===== src/rtl/sram_ctl_pkg.sv =====
package sram_ctl_pkg;
  typedef enum logic [2:0] {
    ST_IDLE, ST_ADDR, ST_AHOLD, ST_DSET, ST_DHOLD, ST_STROBE, ST_READ, ST_DONE
  } ctl_state_e;

  function automatic int cyc_max(input int a, input int b);
    return (a > b) ? a : b;
  endfunction
endpackage


===== src/rtl/sram_ctl_timer.sv =====
module sram_ctl_timer #(
  parameter int CNT_W = 4
) (
  input  logic             clk_i,
  input  logic             rst_ni,
  input  logic             load_i,
  input  logic [CNT_W-1:0] load_val_i,
  output logic             expired_o
);
  logic [CNT_W-1:0] cnt_q;

  always_ff @(posedge clk_i or negedge rst_ni) begin
    if (!rst_ni)                cnt_q <= '0;
    else if (load_i)            cnt_q <= (load_val_i == '0) ? '0 : load_val_i - 1'b1;
    else if (cnt_q != '0)       cnt_q <= cnt_q - 1'b1;
  end

  assign expired_o = (cnt_q == '0);
endmodule


===== src/rtl/sram_ctl_lane_dec.sv =====
module sram_ctl_lane_dec #(
  parameter int LANES = 2
) (
  input  logic             strobe_i,
  input  logic [LANES-1:0] be_i,
  output logic [LANES-1:0] we_n_o
);
  for (genvar g = 0; g < LANES; g++) begin : g_lane
    assign we_n_o[g] = ~(strobe_i & be_i[g]);
  end
endmodule


===== src/rtl/sram_ctl_regs.sv =====
module sram_ctl_regs #(
  parameter int ADDR_W = 16,
  parameter int DATA_W = 18,
  parameter int LANES  = 2
) (
  input  logic              clk_i,
  input  logic              rst_ni,
  input  logic              accept_i,
  input  logic              wr_i,
  input  logic [ADDR_W-1:0] addr_i,
  input  logic [DATA_W-1:0] wdata_i,
  input  logic [LANES-1:0]  be_i,
  input  logic              capture_i,
  input  logic [DATA_W-1:0] rd_dq_i,
  output logic              wr_o,
  output logic [ADDR_W-1:0] addr_o,
  output logic [DATA_W-1:0] wdata_o,
  output logic [LANES-1:0]  be_o,
  output logic [DATA_W-1:0] rdata_o
);
  always_ff @(posedge clk_i or negedge rst_ni) begin
    if (!rst_ni) begin
      wr_o    <= 1'b0;
      addr_o  <= '0;
      wdata_o <= '0;
      be_o    <= '0;
    end else if (accept_i) begin
      wr_o    <= wr_i;
      addr_o  <= addr_i;
      wdata_o <= wdata_i;
      be_o    <= be_i;
    end
  end

  always_ff @(posedge clk_i or negedge rst_ni) begin
    if (!rst_ni)        rdata_o <= '0;
    else if (capture_i) rdata_o <= rd_dq_i;
  end
endmodule


===== src/rtl/sram_ctl.sv =====
module sram_ctl
  import sram_ctl_pkg::*;
#(
  parameter int ADDR_W    = 16,
  parameter int DATA_W    = 18,
  parameter int LANE_W    = 9,
  parameter int T_ASETUP  = 1,
  parameter int T_ALPULSE = 1,
  parameter int T_AHOLD   = 1,
  parameter int T_DSETUP  = 1,
  parameter int T_DHOLD   = 1,
  parameter int T_WRPULSE = 2,
  parameter int T_ACCESS  = 2,
  parameter int T_OEACC   = 1,
  localparam int LANES    = DATA_W / LANE_W
) (
  input  logic              clk_i,
  input  logic              rst_ni,
  input  logic              req_i,
  input  logic              wr_i,
  input  logic [ADDR_W-1:0] addr_i,
  input  logic [DATA_W-1:0] wdata_i,
  input  logic [LANES-1:0]  be_i,
  output logic              ready_o,
  output logic              done_o,
  output logic [DATA_W-1:0] rdata_o,
  output logic [ADDR_W-1:0] sram_addr_o,
  output logic              sram_al_o,
  output logic              sram_dl_o,
  output logic              sram_ce_n_o,
  output logic [LANES-1:0]  sram_we_n_o,
  output logic              sram_oe_n_o,
  output logic [DATA_W-1:0] sram_dq_o,
  output logic              sram_dq_oe_o,
  input  logic [DATA_W-1:0] sram_dq_i
);
  localparam int C_ADDR  = cyc_max(cyc_max(T_ASETUP, T_ALPULSE), 1);
  localparam int C_AHOLD = cyc_max(T_AHOLD, 1);
  localparam int C_DSET  = cyc_max(T_DSETUP, 1);
  localparam int C_DHOLD = cyc_max(T_DHOLD, 1);
  localparam int C_WR    = cyc_max(T_WRPULSE, 1);
  // address already valid for C_ADDR + C_AHOLD cycles when the read wait starts
  localparam int C_RD    = cyc_max(cyc_max(T_OEACC, T_ACCESS - C_ADDR - C_AHOLD), 1);
  localparam int MAX_C   = cyc_max(cyc_max(cyc_max(C_ADDR, C_AHOLD), cyc_max(C_DSET, C_DHOLD)),
                                   cyc_max(C_WR, C_RD));
  localparam int CNT_W   = $clog2(MAX_C + 1);

  ctl_state_e       state_q, state_d;
  logic             tmr_load, tmr_exp;
  logic [CNT_W-1:0] tmr_val;
  logic             accept, capture, wr_q;
  logic [LANES-1:0] be_q;

  assign accept  = (state_q == ST_IDLE) && req_i;
  assign capture = (state_q == ST_READ) && tmr_exp;

  always_comb begin
    state_d = state_q;
    unique case (state_q)
      ST_IDLE:   if (req_i)   state_d = ST_ADDR;
      ST_ADDR:   if (tmr_exp) state_d = ST_AHOLD;
      ST_AHOLD:  if (tmr_exp) state_d = wr_q ? ST_DSET : ST_READ;
      ST_DSET:   if (tmr_exp) state_d = ST_DHOLD;
      ST_DHOLD:  if (tmr_exp) state_d = ST_STROBE;
      ST_STROBE: if (tmr_exp) state_d = ST_DONE;
      ST_READ:   if (tmr_exp) state_d = ST_DONE;
      ST_DONE:                state_d = ST_IDLE;
      default:                state_d = ST_IDLE;
    endcase
  end

  always_comb begin
    unique case (state_d)
      ST_ADDR:   tmr_val = CNT_W'(C_ADDR);
      ST_AHOLD:  tmr_val = CNT_W'(C_AHOLD);
      ST_DSET:   tmr_val = CNT_W'(C_DSET);
      ST_DHOLD:  tmr_val = CNT_W'(C_DHOLD);
      ST_STROBE: tmr_val = CNT_W'(C_WR);
      ST_READ:   tmr_val = CNT_W'(C_RD);
      default:   tmr_val = CNT_W'(1);
    endcase
  end
  assign tmr_load = (state_d != state_q);

  always_ff @(posedge clk_i or negedge rst_ni) begin
    if (!rst_ni) state_q <= ST_IDLE;
    else         state_q <= state_d;
  end

  sram_ctl_timer #(.CNT_W(CNT_W)) u_timer (
    .clk_i      (clk_i),
    .rst_ni     (rst_ni),
    .load_i     (tmr_load),
    .load_val_i (tmr_val),
    .expired_o  (tmr_exp)
  );

  sram_ctl_regs #(.ADDR_W(ADDR_W), .DATA_W(DATA_W), .LANES(LANES)) u_regs (
    .clk_i     (clk_i),
    .rst_ni    (rst_ni),
    .accept_i  (accept),
    .wr_i      (wr_i),
    .addr_i    (addr_i),
    .wdata_i   (wdata_i),
    .be_i      (be_i),
    .capture_i (capture),
    .rd_dq_i   (sram_dq_i),
    .wr_o      (wr_q),
    .addr_o    (sram_addr_o),
    .wdata_o   (sram_dq_o),
    .be_o      (be_q),
    .rdata_o   (rdata_o)
  );

  sram_ctl_lane_dec #(.LANES(LANES)) u_lane (
    .strobe_i (state_q == ST_STROBE),
    .be_i     (be_q),
    .we_n_o   (sram_we_n_o)
  );

  // pins decoded from the state register only
  assign ready_o      = (state_q == ST_IDLE);
  assign done_o       = (state_q == ST_DONE);
  assign sram_al_o    = (state_q == ST_ADDR);
  assign sram_dl_o    = (state_q == ST_DSET);
  assign sram_oe_n_o  = (state_q != ST_READ);
  assign sram_dq_oe_o = (state_q == ST_DSET) || (state_q == ST_DHOLD) ||
                        (state_q == ST_STROBE);
  assign sram_ce_n_o  = (state_q == ST_IDLE) || (state_q == ST_DONE);
endmodule


===== config.mk =====
export PLATFORM = sky130hd
export DESIGN_NAME = sram_ctl
export DESIGN_NICKNAME = d
export VERILOG_FILES = /design/src/rtl/sram_ctl_pkg.sv /design/src/rtl/sram_ctl_timer.sv /design/src/rtl/sram_ctl_lane_dec.sv /design/src/rtl/sram_ctl_regs.sv /design/src/rtl/sram_ctl.sv
export SDC_FILE = /design/constraint.sdc
export NUM_CORES = 1
export LEC_CHECK = 0
export BUFFER_PORTS_ARGS = -buffer_cell sky130_fd_sc_hd__buf_2
export CAP_MARGIN = 20
export CORE_ASPECT_RATIO = 0.9
export CORE_MARGIN = 3
export CORE_UTILIZATION = 35
export CTS_CLUSTER_SIZE = 10
export DETAILED_ROUTE_END_ITERATION = 10
export GPL_TIMING_DRIVEN = 0
export SYNTH_ARGS = -nofsm -noshare
export SYNTH_HDL_FRONTEND = slang
export SYNTH_SLANG_ARGS = --single-unit

===== constraint.sdc =====
create_clock -name clk_i -period 4.4 [get_ports clk_i]
set_clock_uncertainty 0.15 [all_clocks]
set_input_delay 0.22 -clock clk_i [delete_from_list [all_inputs] [get_ports clk_i]]
set_output_delay 0.22 -clock clk_i [all_outputs]
set_load 0.02 [all_outputs]

## Yosys cells after proc, flatten, opt, wreduce, memory -nomap -nowiden

Cells that the tools add are included.

| cells by class | value |
|---|---|
| add/sub/neg operators | 2 |
| equal/unequal tests | 10 |
| muxes and demuxes | 12 |
| bitwise logic cells | 4 |
| reductions and logical operators | 11 |

Operator list:

| cell | count |
|---|---|
| 3-bit two-way mux | 7 |
| 3-bit one-hot mux with 7 select lines | 1 |
| 3-bit equality test, second input constant | 5 |
| 2-bit two-way mux | 4 |
| 3-bit by 2-bit equality test with 1-bit output, second input constant | 2 |
| 2-bit logical NOT | 2 |
| 2-bit nonzero test | 2 |
| 2-bit by 1-bit subtractor with 2-bit output, second input constant | 2 |
| 3-bit by 1-bit equality test with 1-bit output, second input constant | 1 |
| 3-bit logical NOT | 1 |
| 1-bit logical OR | 3 |
| 3-bit != test | 1 |
| 3-bit != test, second input constant | 1 |
| 1-bit bitwise AND | 2 |
| 1-bit logical AND | 2 |
| 1-bit inverter | 2 |
| 2-bit OR reduction | 1 |

| word-level totals | value |
|---|---|
| register bits after elaboration | 60 |
| input bits | 58 |
| output and inout port bits | 61 |
| logic and storage cells | 46 |

## Depth between registers and ports, before layout

Gate-level depths: netlist of the first run.

| depth | value |
|---|---|
| word-level depth | 8 |
| mapped depth | 6 |

## Cells and area by module

A second synthesis of the first run with hierarchy kept.

| second synthesis, totals | value |
|---|---|
| cells, all modules | 169 |
| area total of the unflattened synthesis | 2687.6 sq um |

By module, submodules not included:

| module | instances | cells an instance | area an instance (sq um) | sequential area each (sq um) |
|---|---|---|---|---|
| sram_ctl_regs | 1 | 116 | 2239.6 | 1376.3 |
| sram_ctl | 1 | 39 | 314.1 | 75.1 |
| sram_ctl_timer | 1 | 12 | 126.4 | 50.0 |
| sram_ctl_lane_dec | 1 | 2 | 7.5 | 0.0 |

## Worst setup path before layout of the first run

OpenSTA, ideal clock, no wires.

| timing | value |
|---|---|
| path kind | reg-to-reg |
| start point | register state_q[0] |
| end point | register u_regs.addr_o[0] |
| setup time | 125 ps |
| arrival | 1562 ps |
| data required time | 4125 ps |
| path slack | 2563 ps |
| stages on the path, launching flop included | 7 |
| clock period less this slack | 1837 ps |
| cell sequence | dfrtp_1 > buf_2 > nor3_4 > and2_4 > buf_8 > buf_12 > mux2_4 |

| between the ends | value |
|---|---|
| longest elaborated chain between the ends | 2 |

RTL lines:

| element | RTL line | source |
|---|---|---|
| start: declaration | sram_ctl.sv:48 | `ctl_state_e state_q, state_d;` |
| start signal: assignment | sram_ctl.sv:87 | `else state_q <= state_d;` |
| 3-bit logical NOT | - |  |
| via ready_o | sram_ctl.sv:24 | `output logic ready_o,` |
| 1-bit logical AND | sram_ctl.sv:54 | `assign accept = (state_q == ST_IDLE) && req_i;` |
| end signal: assignment | sram_ctl_regs.sv:29 | `addr_o <= addr_i;` |
| end: declaration | sram_ctl_regs.sv:16 | `output logic [ADDR_W-1:0] addr_o,` |

The timed path passes the listed nets, and every way through them passes these cells.
A chain may end at the register's enable or synchronous reset.

## Worst setup path in the final report of the first run

| timing | value |
|---|---|
| start point | register state_q[0] |
| end point | output sram_we_n_o[0] |

| between the ends | value |
|---|---|
| longest elaborated chain between the ends | 3 |

RTL lines:

| element | RTL line | source |
|---|---|---|
| 3-bit equality test | sram_ctl.sv:116 | `.strobe_i (state_q == ST_STROBE),` |
| 1-bit bitwise AND | sram_ctl_lane_dec.sv:9 | `assign we_n_o[g] = ~(strobe_i & be_i[g]);` |
| 1-bit inverter | sram_ctl_lane_dec.sv:9 |  |
| end: declaration | sram_ctl.sv:31 | `output logic [LANES-1:0] sram_we_n_o,` |

No other way between the ends.

==> flow_summary.ini, run 1 <==
[run_status]
status = complete, no violations

[synth]
synth_common_cells = 60 x dfrtp_1, 30 x mux2_4, 21 x mux2_1
synth_top_area_share_pct = 56.21
synth_top_area_cell = dfrtp_1
synth_nets = 233
netlist_area_um2 = 2671
async_reset_ff_share_pct = 100.0
synth_edf_count = 0
netlist_instances = 173
synthTopCellsByArea = dfrtp_1 56%, mux2_4 17%, mux2_1 8.9%, buf_12 2.2%, mux2_2 1.7%
synthDistinctLibCells = 35
ys_warn_count = 0
synth-seq-cells = 60
yosys.cell_count.top_type = dfrtp_1
avgSynthCellArea_um2 = 15.44
ys_seq_area_share_pct = 56.21
synth_flop_cell = dfrtp_1

[route]
drt-initial-drc-count = 48
via_count = 2026
drtAntennaViolNets = 0
first_pass_iters = 4
viasPerCell = 4.433
wl_per_cell_um = 14.08
drc = 0
routed_wl_um = 6435

[final_layout]
drive_gt1_share_pct = 49.18
fin_nets = 419
multi_input_area_um2 = 1050
area_growth_pct = 55.41
fillCellCount = 582
final-seq-area_um2 = 1501
diodes = 0
stdcell_count = 457

[placed_design]
pre_cts_slack_ns = 2.510
dp_cells = 385
gp_congestion = 0.7813
post-dp-hpwl_um = 4124
io_buffers = 118

[sta]
rsz0062_at_grt = false
min_period_ns = 2.035
worstMarginPinSlew_ns = 0.6006
setup_slack_ns = 2.365
final_hold_viol_count = 0
slew_viol_final = 0
fin_setup_tns_ns = 0
max-slew-margin-rel_pct = 59.96
setup_violations = 0
whs_ns = 0.2210
timing.final.crit_share_pct = 46.26
fmax_mhz = 491.3

[critical_path]
path_buf_inv = 3
start_kind = flop
max_stage_delay_ns = 0.35
path_class = flop to output pin
crit_slowest_cell = clkbuf_1
crit_family = buffers and inverters
worstSetupEndpointType = output pin
arrival_ns = 1.67
path_cells = buf_2 -> clkbuf_1 -> nand2_1 -> nor2_1 -> nand2_1 -> buf_2
crit_required_ns = 4.03
worst-path-max-fanout = 10

[die]
row_count = 29
fp.dieArea_um2 = 8718
ios = 119
start_util_pct = 37.00
core_area_um2 = 7221
die_width_um = 98.09
die_height_um = 88.88

[power_and_ir_drop]
vdd_drop_max_uv = 390.3
powerDensity_nw_per_um2 = 709.4
p_leak_nw = 2.027

[clock_tree]
cts_buffer_depth = 2
clkSinkCount = 60
postCtsSetupRepairBufs = 0
htreeDepth = 3
clockRootBuffer = clkbuf_8
cts_tree = yes
path_clk_slew_ns = 0.07
cts_buffers = 9
clkLatencyLatePin_ns = 0.33

[global_routing]
grt_first_pass_wirelength_um = 10610
grt_remaining_overflow = 0
grt_max_degree = 37
grt_usage_pct = 15.67
grt_pass1_vias = 2137
antenna_found_initial = 0

[run]
drv_cap = 0

[hold_path]
hp-class = input port to flop
final timing paths:
path,start,to,slack [ns],cells after the start
worst max-delay path,state_q[0]$_DFF_PN0_,sram_we_n_o[0],2.36,6
worst min-delay path,req_i,state_q[0]$_DFF_PN0_,0.22,4
worst max register to register,u_timer.cnt_q[0]$_DFFE_PN0P_,u_regs.rdata_o[16]$_DFFE_PN0P_,2.55,5
worst min register to register,u_regs.addr_o[7]$_DFFE_PN0P_,u_regs.addr_o[7]$_DFFE_PN0P_,0.33,1
max in group asynchronous,rst_ni,u_regs.rdata_o[10]$_DFFE_PN0P_,3.23,3
min in group asynchronous,rst_ni,u_regs.addr_o[9]$_DFFE_PN0P_,0.28,2
per-layer routing:
layer / wire, um / track usage [%] / vias to the layer above
met5: 0 / 0 / -
met4: 106 / 6.541 / 0
met3: 409 / 4.728 / 10
met2: 2987 / 25.09 / 85
met1: 2932 / 20.00 / 948
li1: - / - / 983
flip-flops by register name, indices dropped and copies added (netlist names):
register and cells:
u_regs.addr_o 16, u_regs.be_o 2, u_timer.cnt_q 2, state_q 3, u_regs.rdata_o 18, u_regs.wr_o 1
u_regs.wdata_o 18
worst reg2reg max path, stage by stage, from the launching register on:
cell	delay, ns
dfrtp_1	0.39
inv_1	0.08
ha_1	0.25
nand4b_4	0.24
buf_2	0.28
mux2_1	0.34
kinds of logic after synthesis:
kind of cell | after synthesis | share of synthesized area [%]
DFF | 60 | 56.21
muxes | 56 | 27.78
and+or+nand+nor | 30 | 7.588
buffers and inverters | 13 | 4.496
AOI/OAI and AO/OA | 12 | 2.997
adders and majority gates | 2 | 0.9366
metrics by stage:
stage,power [mW],area [um2],utilization [%]
floorplan,1.997,2671,-
global placement,2.418,3378,46.79
detailed placement,2.438,3398,47.06
CTS,2.975,4151,57.49
global route,3.139,4151,57.49
finish,2.945,4151,57.49
timing repair:
action                                 4_1_cts  5_1_grt
endpoints found under the hold margin       79        0
gates resized for setup                      0        0
hold buffers                                56        0
layout make-up:
cell class              instances  area share (%)
well taps                      93           2.803
clock buffers                  10           3.074
plain buffers                  11           2.712
multi-input cells             100           25.29
flip-flops and latches         60           36.17
repair buffers                175           28.21
clock inverters                 6           1.567
inverters                       2          0.1808
power by group:
| group | internal (mW) | switching (mW) | leakage (nW) |
|---|---|---|---|
| Sequential | 0.833 | 0.146 | 0.715 |
| Combinational | 0.699 | 0.791 | 1.22 |
| Clock | 0.261 | 0.215 | 0.0962 |
| Total | 1.79 | 1.15 | 2.03 |
cells in the final DEF (no fill, tap or decap), types with 2 or more instances in the layout:
master and n:
clkinv_2 2, mux2_4 30, clkinv_4 2, nand3b_1 3, buf_2 121, buf_12 4, o21ai_1 3, nor2_1 4
nand2_1 7, dlygate4sd3_1 56, nand2b_1 3, mux2_2 4, clkbuf_8 9, and3_1 2, nor2b_1 2, clkbuf_1 4
dfrtp_1 60, a211oi_1 2, ha_1 2, a22o_1 2, inv_1 2, mux2_1 21
Note: power is estimated with default switching activity, not from simulation.
==> run 2, diff against run 1 <==
==> constraint.sdc (replaced) <==
create_clock -name clk_i -period 1.8 [get_ports clk_i]
set_clock_uncertainty 0.15 [all_clocks]
set_input_delay 0.09 -clock clk_i [delete_from_list [all_inputs] [get_ports clk_i]]
set_output_delay 0.09 -clock clk_i [all_outputs]
set_load 0.02 [all_outputs]
==> flow_summary.ini, run 2 (synthesis gave the netlist of run 1 again) <==
[final_layout]
drive_gt1_share_pct = 51.49
reg_top3 = u_regs.rdata_o (18), u_regs.wdata_o (18), u_regs.addr_o (16)
final_cell_mix = 118 x buf_2, 59 x dfrtp_1, 56 x dlygate4sd3_1
mostFrequentLayoutCell = buf_2
diodes = 0
area_growth_pct = 58.88
fin_nets = 424
final_util_pct = 58.78
final_cell_area_um2 = 4244
stdcell_count = 462

[global_routing]
grt_max_degree = 38
grt_first_pass_wirelength_um = 10590
grt_usage_pct = 15.59
grt_remaining_overflow = 0
grt_pass1_vias = 2079
antenna_found_initial = 0

[placed_design]
pre_cts_slack_ns = -0.05843
post-dp-hpwl_um = 4041
place_area_um2 = 3401
gp_congestion = 0.7025
io_buffers = 118
dp_cells = 385

[sta]
fin_setup_tns_ns = 0
slew_viol_final = 0
min_period_ns = 1.732
final_hold_viol_count = 0
whs_ns = 0.08311
worstMarginPinSlew_ns = 0.5799
setup_violations = 0
max-slew-margin-rel_pct = 61.34
rsz0062_at_grt = false
setup_slack_ns = 0.06812
timing.final.crit_share_pct = 96.22
fmax_mhz = 577.4

[critical_path]
worstSetupEndpointType = output pin
start_kind = flop
crit_required_ns = 1.56
arrival_ns = 1.49
worst-path-max-fanout = 10
reg2regPathDepth = 6
r2r_slack_ns = 0.07
max_stage_delay_ns = 0.45
path_class = flop to output pin
crit_slowest_cell = dfrtp_2
path_cells = buf_6 -> and3_1 -> or2_1 -> buf_2

[clock_tree]
cts_buffers = 9
clockRootBuffer = clkbuf_8
clkSinkCount = 60
clkLatencyLatePin_ns = 0.32
path_clk_slew_ns = 0.06
cts_tree = yes
htreeDepth = 3
cts_buffer_depth = 2

[route]
drc = 0
via_count = 2030
wl_per_cell_um = 13.80
viasPerCell = 4.394
drtAntennaViolNets = 0
routed_wl_um = 6377
first_pass_iters = 4
drt-initial-drc-count = 23

[die]
core_area_um2 = 7221
die_width_um = 98.09
row_count = 29
ios = 119
start_util_pct = 37.00
fp.dieArea_um2 = 8718
die_height_um = 88.88

[power_and_ir_drop]
vdd_drop_max_uv = 935.1
total_power_mw = 7.431
p_leak_nw = 2.078
powerDensity_nw_per_um2 = 1751

[run_status]
status = complete, no violations

[hold_path]
hp-class = input port to flop
hold_path_depth = 4

[run]
drv_cap = 0
==> run 2: path summary, 6_finish.rpt <==
check	start	end
setup / recovery	state_q[1]$_DFF_PN0_	sram_ce_n_o
setup reg to reg	state_q[0]$_DFF_PN0_	u_regs.addr_o[11]$_DFFE_PN0P_
hold / removal	req_i	state_q[0]$_DFF_PN0_
hold reg to reg	u_regs.addr_o[5]$_DFFE_PN0P_	u_regs.addr_o[5]$_DFFE_PN0P_
min in group asynchronous	rst_ni	u_regs.addr_o[11]$_DFFE_PN0P_
max in group asynchronous	rst_ni	u_regs.wdata_o[15]$_DFFE_PN0P_
==> run 2: power breakdown <==
part           switching (mW)  internal [mW]
Combinational            1.95           1.81
Clock                   0.505          0.788
Sequential              0.341           2.04
Total                    2.80           4.63
==> run 2: repair_timing <==
item,CTS,global route
endpoints found under the setup margin,31,34
hold endpoints to repair,78,0
setup buffers,2,3
resized for setup,7,5
hold buffers,56,0
pin swaps,1,1
==> run 2: worst max-delay path, delay by kind of cell (launching register included) <==
kind	cells	cell delay [ns]
DFF	1	0.45
and+or+nand+nor	2	0.40
buffers and inverters	2	0.31
==> run 2: cell type report <==
type                       count  area [um2]
clock inverter                 3       42.54
buffer                        11       135.1
sequential                    60        1503
clock buffer                  13       178.9
tap                           93       116.4
multi-input combinational    100        1052
timing repair buffer         180        1209
fill                         580        2977
inverter                       2       7.507
==> run 2: routing by layer <==
metal  vias to the layer above  GRT usage [%]  share of wire (%)
li1                        994              -                  -
met1                       948          21.18                 45
met2                        79          24.60                 47
met3                         9          3.704                6.5
met4                         0          5.660                1.4
met5                         -              0                  0
